## config.mk

```make
export PLATFORM = sky130hd
export DESIGN_NAME = eep_target_engine
export DESIGN_NICKNAME = d
export VERILOG_FILES = /design/src/rtl/eep_pkg.sv /design/src/rtl/eep_line_filter.sv /design/src/rtl/eep_bus_cond.sv /design/src/rtl/eep_addr_ctr.sv /design/src/rtl/eep_target_engine.sv
export SDC_FILE = /design/constraint.sdc
export NUM_CORES = 1
export LEC_CHECK = 0
export BUFFER_PORTS_ARGS = -buffer_cell sky130_fd_sc_hd__buf_4
export CAP_MARGIN = 5
export CORE_UTILIZATION = 29
export DETAILED_ROUTE_END_ITERATION = 8
export GPL_TIMING_DRIVEN = 0
export PLACE_DENSITY = 0.48
export SLEW_MARGIN = 5
export SYNTH_ARGS = -nofsm -noshare
export SYNTH_HDL_FRONTEND = slang
export SYNTH_SLANG_ARGS = --single-unit
```

## constraint.sdc

```tcl
create_clock -name clk_i -period 3.3 [get_ports clk_i]
set_input_delay 0.33 -clock clk_i [delete_from_list [all_inputs] [get_ports clk_i]]
set_output_delay 0.33 -clock clk_i [all_outputs]
set_load 0.005 [all_outputs]
```

## src/rtl/eep_pkg.sv

```systemverilog
`timescale 1ns/1ps
package eep_pkg;
  typedef enum logic [2:0] {
    ST_IDLE,
    ST_DEV,
    ST_AHI,
    ST_ALO,
    ST_WR,
    ST_RD
  } eep_state_e;

  localparam logic [4:0] DEV_TAG = 5'b10100;
endpackage

```

## src/rtl/eep_line_filter.sv

```systemverilog
`timescale 1ns/1ps
module eep_line_filter #(
  parameter int unsigned SYNC = 2,
  parameter int unsigned TAPS = 3
) (
  input  logic clk_i,
  input  logic rst_ni,
  input  logic line_i,
  output logic line_o
);
  logic [SYNC-1:0] sync_q;
  logic [TAPS-1:0] win_q;

  always_ff @(posedge clk_i or negedge rst_ni) begin
    if (!rst_ni) begin
      sync_q <= '1;
      win_q  <= '1;
      line_o <= 1'b1;
    end else begin
      sync_q <= {sync_q[SYNC-2:0], line_i};
      win_q  <= {win_q[TAPS-2:0], sync_q[SYNC-1]};
      line_o <= ($countones(win_q) > (TAPS / 2));
    end
  end
endmodule

```

## src/rtl/eep_bus_cond.sv

```systemverilog
`timescale 1ns/1ps
module eep_bus_cond (
  input  logic clk_i,
  input  logic rst_ni,
  input  logic scl_i,
  input  logic sda_i,
  output logic scl_rise_o,
  output logic scl_fall_o,
  output logic start_o,
  output logic stop_o
);
  logic scl_q, sda_q;

  always_ff @(posedge clk_i or negedge rst_ni) begin
    if (!rst_ni) begin
      scl_q <= 1'b1;
      sda_q <= 1'b1;
    end else begin
      scl_q <= scl_i;
      sda_q <= sda_i;
    end
  end

  assign scl_rise_o = scl_i & ~scl_q;
  assign scl_fall_o = ~scl_i & scl_q;
  assign start_o    = scl_i & scl_q & sda_q & ~sda_i;
  assign stop_o     = scl_i & scl_q & ~sda_q & sda_i;

  AST_COND_EXCL: assert property (@(posedge clk_i) disable iff (!rst_ni)
    $onehot0({scl_rise_o, scl_fall_o, start_o, stop_o}));
endmodule

```

## src/rtl/eep_addr_ctr.sv

```systemverilog
`timescale 1ns/1ps
module eep_addr_ctr #(
  parameter int unsigned AW = 15,
  parameter int unsigned PW = 6
) (
  input  logic          clk_i,
  input  logic          rst_ni,
  input  logic          load_i,
  input  logic [AW-1:0] load_val_i,
  input  logic          inc_wr_i,
  input  logic          inc_rd_i,
  output logic [AW-1:0] addr_o
);
  logic [AW-1:0] q;
  logic [PW-1:0] low_nxt;

  assign low_nxt = q[PW-1:0] + {{(PW-1){1'b0}}, 1'b1};

  always_ff @(posedge clk_i or negedge rst_ni) begin
    if (!rst_ni)       q <= '0;
    else if (load_i)   q <= load_val_i;
    else if (inc_wr_i) q <= {q[AW-1:PW], low_nxt};
    else if (inc_rd_i) q <= q + {{(AW-1){1'b0}}, 1'b1};
  end

  assign addr_o = q;

  AST_PAGE_KEEP: assert property (@(posedge clk_i) disable iff (!rst_ni)
    (inc_wr_i && !load_i) |=> (addr_o[AW-1:PW] == $past(addr_o[AW-1:PW])));
endmodule

```

## src/rtl/eep_target_engine.sv

```systemverilog
`timescale 1ns/1ps
module eep_target_engine
  import eep_pkg::*;
#(
  parameter int unsigned AW   = 15,
  parameter int unsigned PW   = 6,
  parameter int unsigned SYNC = 2,
  parameter int unsigned TAPS = 3
) (
  input  logic          clk_i,
  input  logic          rst_ni,
  input  logic          scl_i,
  input  logic          sda_i,
  output logic          sda_oe_o,
  input  logic [1:0]    strap_i,
  output logic          mem_we_o,
  output logic          mem_re_o,
  output logic [AW-1:0] mem_addr_o,
  output logic [7:0]    mem_wdata_o,
  input  logic [7:0]    mem_rdata_i
);
  localparam int unsigned HIW = AW - 8;

  logic [1:0] raw_lines, filt_lines;
  logic       scl_f, sda_f;
  logic       scl_rise, scl_fall, start, stop;

  assign raw_lines = {scl_i, sda_i};

  for (genvar g = 0; g < 2; g++) begin : g_filt
    eep_line_filter #(.SYNC(SYNC), .TAPS(TAPS)) u_filt (
      .clk_i (clk_i),
      .rst_ni(rst_ni),
      .line_i(raw_lines[g]),
      .line_o(filt_lines[g])
    );
  end

  assign scl_f = filt_lines[1];
  assign sda_f = filt_lines[0];

  eep_bus_cond u_cond (
    .clk_i     (clk_i),
    .rst_ni    (rst_ni),
    .scl_i     (scl_f),
    .sda_i     (sda_f),
    .scl_rise_o(scl_rise),
    .scl_fall_o(scl_fall),
    .start_o   (start),
    .stop_o    (stop)
  );

  eep_state_e      state_q;
  logic [3:0]      bit_q;
  logic [7:0]      rx_q, tx_q, rbuf_q, wdata_q;
  logic [HIW-1:0]  ahi_q;
  logic            oe_q, we_q, re_q, rd_pend_q, rw_q, mack_q;
  logic [AW-1:0]   maddr_q, ctr;
  logic            dev_hit, byte_end, ld_addr, inc_wr, inc_rd;

  assign dev_hit  = (rx_q[7:3] == DEV_TAG) && (rx_q[2:1] == strap_i);
  assign byte_end = scl_fall && (bit_q == 4'd8);
  assign ld_addr  = byte_end && (state_q == ST_ALO);
  assign inc_wr   = byte_end && (state_q == ST_WR);
  assign inc_rd   = scl_fall && (bit_q == 4'd9) &&
                    (((state_q == ST_DEV) && rw_q) || ((state_q == ST_RD) && mack_q));

  eep_addr_ctr #(.AW(AW), .PW(PW)) u_ctr (
    .clk_i     (clk_i),
    .rst_ni    (rst_ni),
    .load_i    (ld_addr),
    .load_val_i({ahi_q, rx_q}),
    .inc_wr_i  (inc_wr),
    .inc_rd_i  (inc_rd),
    .addr_o    (ctr)
  );

  always_ff @(posedge clk_i or negedge rst_ni) begin
    if (!rst_ni) begin
      state_q   <= ST_IDLE;
      bit_q     <= '0;
      rx_q      <= '0;
      tx_q      <= '0;
      rbuf_q    <= '0;
      wdata_q   <= '0;
      ahi_q     <= '0;
      oe_q      <= 1'b0;
      we_q      <= 1'b0;
      re_q      <= 1'b0;
      rd_pend_q <= 1'b0;
      rw_q      <= 1'b0;
      mack_q    <= 1'b0;
      maddr_q   <= '0;
    end else begin
      we_q      <= 1'b0;
      re_q      <= 1'b0;
      rd_pend_q <= re_q;
      if (rd_pend_q) rbuf_q <= mem_rdata_i;

      if (start) begin
        state_q <= ST_DEV;
        bit_q   <= '0;
        oe_q    <= 1'b0;
      end else if (stop) begin
        state_q <= ST_IDLE;
        bit_q   <= '0;
        oe_q    <= 1'b0;
      end else if (scl_rise) begin
        if ((state_q inside {ST_DEV, ST_AHI, ST_ALO, ST_WR}) && (bit_q < 4'd8)) begin
          rx_q  <= {rx_q[6:0], sda_f};
          bit_q <= bit_q + 4'd1;
        end else if (state_q == ST_RD) begin
          if (bit_q < 4'd8) begin
            bit_q <= bit_q + 4'd1;
          end else if (bit_q == 4'd8) begin
            mack_q <= ~sda_f;
            bit_q  <= 4'd9;
            // prefetch the next byte only when the controller wants it
            if (!sda_f) begin
              re_q    <= 1'b1;
              maddr_q <= ctr;
            end
          end
        end
      end else if (scl_fall) begin
        case (state_q)
          ST_RD: begin
            if (bit_q == 4'd9) begin
              bit_q <= '0;
              if (mack_q) begin
                tx_q <= rbuf_q;
                oe_q <= ~rbuf_q[7];
              end else begin
                state_q <= ST_IDLE;
                oe_q    <= 1'b0;
              end
            end else if (bit_q == 4'd8) begin
              oe_q <= 1'b0;
            end else if (bit_q != 4'd0) begin
              oe_q <= ~tx_q[3'd7 - bit_q[2:0]];
            end
          end
          ST_DEV, ST_AHI, ST_ALO, ST_WR: begin
            if (bit_q == 4'd8) begin
              if ((state_q == ST_DEV) && !dev_hit) begin
                state_q <= ST_IDLE;
              end else begin
                oe_q  <= 1'b1;
                bit_q <= 4'd9;
              end
              case (state_q)
                ST_DEV: begin
                  rw_q <= rx_q[0];
                  if (dev_hit && rx_q[0]) begin
                    re_q    <= 1'b1;
                    maddr_q <= ctr;
                  end
                end
                ST_AHI: ahi_q <= rx_q[HIW-1:0];
                ST_WR: begin
                  we_q    <= 1'b1;
                  maddr_q <= ctr;
                  wdata_q <= rx_q;
                end
                default: ;
              endcase
            end else if (bit_q == 4'd9) begin
              oe_q  <= 1'b0;
              bit_q <= '0;
              case (state_q)
                ST_DEV: begin
                  if (rw_q) begin
                    state_q <= ST_RD;
                    tx_q    <= rbuf_q;
                    oe_q    <= ~rbuf_q[7];
                  end else begin
                    state_q <= ST_AHI;
                  end
                end
                ST_AHI:  state_q <= ST_ALO;
                ST_ALO:  state_q <= ST_WR;
                default: ;
              endcase
            end
          end
          default: ;
        endcase
      end
    end
  end

  assign sda_oe_o    = oe_q;
  assign mem_we_o    = we_q;
  assign mem_re_o    = re_q;
  assign mem_addr_o  = maddr_q;
  assign mem_wdata_o = wdata_q;

  AST_OE_SCL_LOW: assert property (@(posedge clk_i) disable iff (!rst_ni)
    $rose(sda_oe_o) |-> !scl_f);
  AST_WE_ACKED: assert property (@(posedge clk_i) disable iff (!rst_ni)
    mem_we_o |-> sda_oe_o);
  AST_ONE_STROBE: assert property (@(posedge clk_i) disable iff (!rst_ni)
    $onehot0({mem_we_o, mem_re_o}));
  AST_IDLE_QUIET: assert property (@(posedge clk_i) disable iff (!rst_ni)
    (state_q == ST_IDLE) |-> (!mem_we_o && !mem_re_o && !sda_oe_o));
  AST_START_RELEASE: assert property (@(posedge clk_i) disable iff (!rst_ni)
    start |=> !sda_oe_o);
endmodule

```

# Word-level counts from Yosys, hierarchy flattened
# Index checks and enable logic that the tools add are counted.
# W data, S select, Z words.
# classes
n_addsub	8
n_lt_le_gt_ge	4
eq_ne	32
n_mux	81
bitwise_logic	18
reduce_logical	39
# op_table
cell	n
$mux W15	13
$add A32 B1 Y32	2
$gt A32 B1 Y1 const B	2
$mux W8	6
$mux W4	11
$mux W1	34
$mux W3	10
$pmux W15 S2	1
$reduce_and A7 Y1	4
$ne A2 B2 Y1 const B	9
$pmux W8 S2	1
$reduce_bool A4 Y1	4
$add A15 B1 Y15 const B	1
$ne A5 B5 Y1 const B	3
$reduce_and A12 Y1	1
$reduce_bool A2 Y1	6
$logic_and A1 B1 Y1	11
$not A1 Y1	11
$reduce_and A11 Y1	1
$pmux W3 S3	1
$reduce_bool A3 Y1	3
$eq A4 B4 Y1 const B	2
$pmux W4 S2	1
$reduce_and A8 Y1	1
33 further kinds	43
# word_totals
reg_bits	96
wordCells	206

# Logic depth before layout (Yosys ltp)
# logic_depth
depth_word	12
depth_mapped	9

# By module
# A second synthesis with hierarchy kept.
# hier_totals
hier_cells	387
area_unflattened_um2	4724.5
# modules_own_cells
mod	instances	cells_per_inst	area_each_um2	seq_area_each_um2
eep_target_engine	1	264	3325.7	1676.6
eep_addr_ctr	1	101	958.4	375.4
eep_line_filter	2	8	177.7	157.7
eep_bus_cond	1	6	85.1	52.6

# Least setup slack after synthesis
# No wires, ideal clock.
# synth_path
kind	reg2reg
start	reg g_filt[1].u_filt.line_o
end	reg maddr_q[10] (netlist: mem_addr_o[10])
setup_ps	125
t_arrival_ps	2201
slack_ps	974
stages_incl_launch_ff	9
path_buffers	2
period_less_slack_ps	2326
cell_sequence	dfstp_2 ha_1 clkbuf_1 inv_1 nor2_1 nand2_1 a211oi_4 buf_4 mux2_2
# synth_via
elab_chain_cells	5
elab_cells_between_ends	21
cone_classes	5 x eq/ne; 1 x mux; 10 x bitwise; 5 x reduce/logical
# synth_lines
element	line_no	text
from (decl)	eep_line_filter.sv:9	output logic line_o
from (signal assigned)	eep_line_filter.sv:22	line_o <= ($countones(win_q) > (TAPS / 2));
$and A1 B1 Y1	eep_bus_cond.sv:26, eep_bus_cond.sv:27	
$and A1 B1 Y1 (on tied branches) (2 in series)	eep_bus_cond.sv:27, eep_bus_cond.sv:26	
$not A1 Y1 (no source line)	-	
$reduce_and A12 Y1 (no source line)	-	
to (signal assigned)	eep_target_engine.sv:121	maddr_q <= ctr;
to (signal assigned)	eep_target_engine.sv:156	maddr_q <= ctr;
to (signal assigned)	eep_target_engine.sv:162	maddr_q <= ctr;
to (decl)	eep_target_engine.sv:58	logic [AW-1:0] maddr_q, ctr;
# Parallel ways exist; a longest one is shown, timed or not.
# A chain may end at the register's enable or synchronous reset.

# Final worst setup path
# layout_path
start	reg u_cond.scl_q
end	reg ahi_q[6]
# layout_via
elab_chain_cells	5
elab_cells_between_ends	12
cone_classes	11 x bitwise; 1 x reduce/logical
# layout_lines
element	line_no	text
from (decl)	eep_bus_cond.sv:12	logic scl_q, sda_q;
from (signal assigned)	eep_bus_cond.sv:19	scl_q <= scl_i;
$and A1 B1 Y1	eep_bus_cond.sv:26, eep_bus_cond.sv:27	
$and A1 B1 Y1 (on tied branches) (2 in series)	eep_bus_cond.sv:27, eep_bus_cond.sv:26	
$not A1 Y1 (no source line)	-	
$reduce_and A7 Y1 (no source line) *	-	
to (signal assigned)	eep_target_engine.sv:159	ST_AHI: ahi_q <= rx_q[HIW-1:0];
to (decl)	eep_target_engine.sv:56	logic [HIW-1:0] ahi_q;
# Mark *: on every way between the ends. The rest lies on a longest branch, timed or not.

==> reports/qor.log <==
INFO  status         run_status=complete, no violations
INFO  synthesis      netlist_area=4642um2
INFO  grt            overflow=0
INFO  die            pin_count=40
INFO  routing        ant_nets=0
INFO  setup_path     worst_setup_path_start_kind=flop
INFO  die            floorplan.die.width=128.5um
INFO  clock_network  clk_pin_slew_worst_paths=70ps
INFO  routing        drc=0
INFO  run            drv.max_cap_violation_count=0
INFO  timing         final_max_slew_viol_count=0
INFO  power_and_ir_drop vdd_drop_max=0.3400mV
INFO  routing        detailedRoute.firstIterationViolations=161
INFO  placement      routabilityCongestion=0.8834
INFO  routing        detailedRoute.firstPassIterationCount=7
INFO  power_and_ir_drop report.power.total=0.003546W
INFO  die            core_area=15430um2
INFO  clock_network  cts_resized=0
INFO  routing        dr_total_vias=3303
INFO  grt            first_global_vias=3267
INFO  timing         max_freq=344.2MHz
INFO  grt            gr-usage-all-layers=13.66%
INFO  setup_path     timing.critical_path.to_type=flop
INFO  timing         totalNegativeSetupSlack=0ps
INFO  timing         report.final.setup_viol=0
INFO  power_and_ir_drop power.density=643.2nW/um2
INFO  timing         final.hold.worst_slack=32.17ps
INFO  placement      buffer_ports.inserted=39
INFO  layout         antenna_cells_inserted=0
INFO  synthesis      syn_area_per_cell=11.81um2
INFO  synthesis      yosysWarningCount=0
INFO  timing         worst_slew_margin_rel=42.19%
INFO  timing         hold_viol=0
INFO  timing         layout_worst_path_cycle_share=88.04%
INFO  grt            grt_max_degree=97
INFO  synthesis      synth_cell_type_count=69
INFO  setup_path     worstPathMaxFanout=8
INFO  layout         drive_gt1_share=33.26%
INFO  timing         final_critical_path_time_including_i_o_delays_and_setup=2905ps
INFO  setup_path     path_class=flop to flop
INFO  timing         worst_pin_slew=855.0ps
INFO  clock_network  cts_made_buffers=9
INFO  clock_network  clock-root-buffer=sky130_fd_sc_hd__clkbuf_16
INFO  clock_network  cts.repair_timing.setup_buffer_count=0
INFO  power_and_ir_drop cellLeakagePower=2.482nW
INFO  placement      placement.cell_area=5199um2
INFO  grt            antenna_found_initial=0
INFO  routing        routed_wl=10.32mm
INFO  worst_hold_path hold_path_class=input port to asynchronous set/reset pin
INFO  clock_network  cts_tree=built
INFO  layout         design_area=5513um2
INFO  die            floorplan.rows=45
INFO  die            die_height=128.5um
INFO  synthesis      synth_ff_type=sky130_fd_sc_hd__dfrtp_1
INFO  routing        wl_per_cell=15.66um
INFO  clock_network  cts-root-to-sink-buffers=2
INFO  die            start_util=30.09%
INFO  timing         fin_worst_skew=11.74ps
INFO  die            area_enclosed_by_the_die_boundary=16520um2
INFO  layout         area_growth=18.76%
INFO  clock_network  clock_latency_on_the_worst_skew_pair=360ps
INFO  clock_network  cts.hold.buffers_added=0
INFO  timing         rsz0062_at_grt=false
INFO  setup_path     crit_arrival=3140ps
INFO  placement      hpwl_after_dpl=7.276mm
INFO  routing        avgViaCountPerCell=5.012
INFO  setup_path     worst-endpoint-required=3540ps
INFO  synthesis      postSynthRegisterBits=96
INFO  grt            grt_first_pass_wirelength=17.35mm
INFO  synthesis      synth.yosys.seq_area_share=52.13%
INFO  layout         design.final.nets=467
INFO  clock_network  clkSinkCount=96
INFO  clock_network  htree_num_levels=3
INFO  synthesis      postSynthNetCount=417
INFO  synthesis      synthArstFlopShare=100.0%
INFO  layout         final_cell_utilization_of_the_core=35.73%
INFO  synthesis      post_synth_edffs=0
INFO  synthesis      syn_inst=393
INFO  layout         nFillCells=1549
-- cell families after synthesis --
logic type / Yosys count / synth area share, %
mux: 60 / 14.96
xor+xnor: 6 / 1.132
buf+inv: 34 / 3.692
simple gates: 108 / 13.02
compound gates: 79 / 12.37
fa+ha+maj: 10 / 2.695
flops: 96 / 52.13
-- per-stage QoR --
step                std cells  worst slack, ps
finish                    659            394.6
floorplan                 393            974.4
global route              659            217.1
CTS                       659            413.6
detailed placement        643            444.0
global placement          643            433.1
-- cell type report --
cell class                      instances  area, um2  area share, %
Buffer                                 21      122.6          2.224
Clock buffer                           12      279.0          5.061
Clock inverter                          4      31.28         0.5674
Inverter                               13      48.80         0.8852
Multi-Input combinational cell        263       2051          37.20
Sequential cell                        96       2420          43.89
Tap cell                              211      264.0          4.789
Timing Repair Buffer                   39      296.5          5.379
-- state kept, by name (all words and copies together), names as in the netlist, 2 cells and up --
register,count
ahi_q,7
state_q,3
tx_q,8
mem_addr_o,15
g_filt.u_filt.win_q,6
rx_q,8
g_filt.u_filt.line_o,2
bit_q,4
mem_wdata_o,8
g_filt.u_filt.sync_q,4
rbuf_q,8
u_ctr.addr_o,15
-- report_power, final --
| part | internal, W | switching, W | total, W | leakage [nW] |
|---|---|---|---|---|
| clock network | 0.000609 | 0.000471 | 0.00108 | 0.155 |
| logic | 0.000423 | 0.000578 | 0.00100 | 1.07 |
| registers | 0.00132 | 0.000145 | 0.00146 | 1.26 |
-- metal layers --
layer | share of wire [%] | wire length (um) | vias up | GRT usage [%]
met5 | 0 | 0 | - | 0
li1 | - | - | 1560 | -
met1 | 51 | 5214 | 1617 | 19.44
met2 | 42 | 4312 | 109 | 19.33
met3 | 5.6 | 578 | 17 | 3.243
met4 | 2.1 | 215 | 0 | 6.713
-- cells in the final DEF, fill, tap and decap left out, types with 11 or more instances in the layout --
| cell type | count |
|---|---|
| sky130_fd_sc_hd__inv_1 | 13 |
| sky130_fd_sc_hd__dfstp_2 | 14 |
| sky130_fd_sc_hd__o21ai_0 | 12 |
| sky130_fd_sc_hd__mux2_2 | 55 |
| sky130_fd_sc_hd__buf_4 | 40 |
| sky130_fd_sc_hd__clkbuf_16 | 11 |
| sky130_fd_sc_hd__dfrtp_1 | 82 |
| sky130_fd_sc_hd__a21oi_1 | 15 |
| sky130_fd_sc_hd__nor2_1 | 18 |
| sky130_fd_sc_hd__nand3_1 | 15 |
| sky130_fd_sc_hd__nand2_1 | 27 |
-- worst max-delay path, stage by stage, from the launching register on --
cell and delay, ps:
sky130_fd_sc_hd__dfstp_2 550, sky130_fd_sc_hd__inv_1 40, sky130_fd_sc_hd__ha_1 160, sky130_fd_sc_hd__clkbuf_1 210, sky130_fd_sc_hd__nand2b_1 250, sky130_fd_sc_hd__a21oi_1 340, sky130_fd_sc_hd__nand3_1 280, sky130_fd_sc_hd__nor3_2 540
sky130_fd_sc_hd__mux2_2 400
-- cell usage after synthesis (all sizes together), types with 3 or more instances --
master	instances	area share [%]
nor3b	3	0.49
nand2b	5	0.67
a31oi	5	0.67
xor2	4	0.75
mux2	55	13
o41ai	3	0.57
o21ai	13	1.5
nor4	4	1.0
nand2	28	2.4
nor2	18	1.5
o22ai	3	0.40
nand3	15	1.6
nor2b	4	0.54
buf	12	1.9
ha	10	2.7
a21o	4	0.65
clkbuf	9	0.73
a221oi	3	0.57
inv	13	1.1
or3	4	0.65
dfrtp	82	44
o211ai	3	0.49
mux2i	3	0.65
a21oi	16	1.8
a311oi	4	0.75
nor3	6	0.75
a31o	4	0.75
nand4	7	0.94
dfstp	14	7.9
-- worst paths after layout --
path	startpoint	end	slack [ps]	depth (start not counted)
worst min-delay path	rst_ni	rbuf_q[0]	30	1
min in group clk_i	scl_i	g_filt[1].u_filt.sync_q[0]	70	1
worst min register to register	g_filt[0].u_filt.sync_q[0]	g_filt[0].u_filt.sync_q[1]	350	0
max in group asynchronous	rst_ni	state_q[1]	2650	1
worst max-delay path	u_cond.scl_q	ahi_q[6]	390	8
worst max register to register	u_cond.scl_q	ahi_q[6]	390	8
Power figures use the tool's default switching activity.
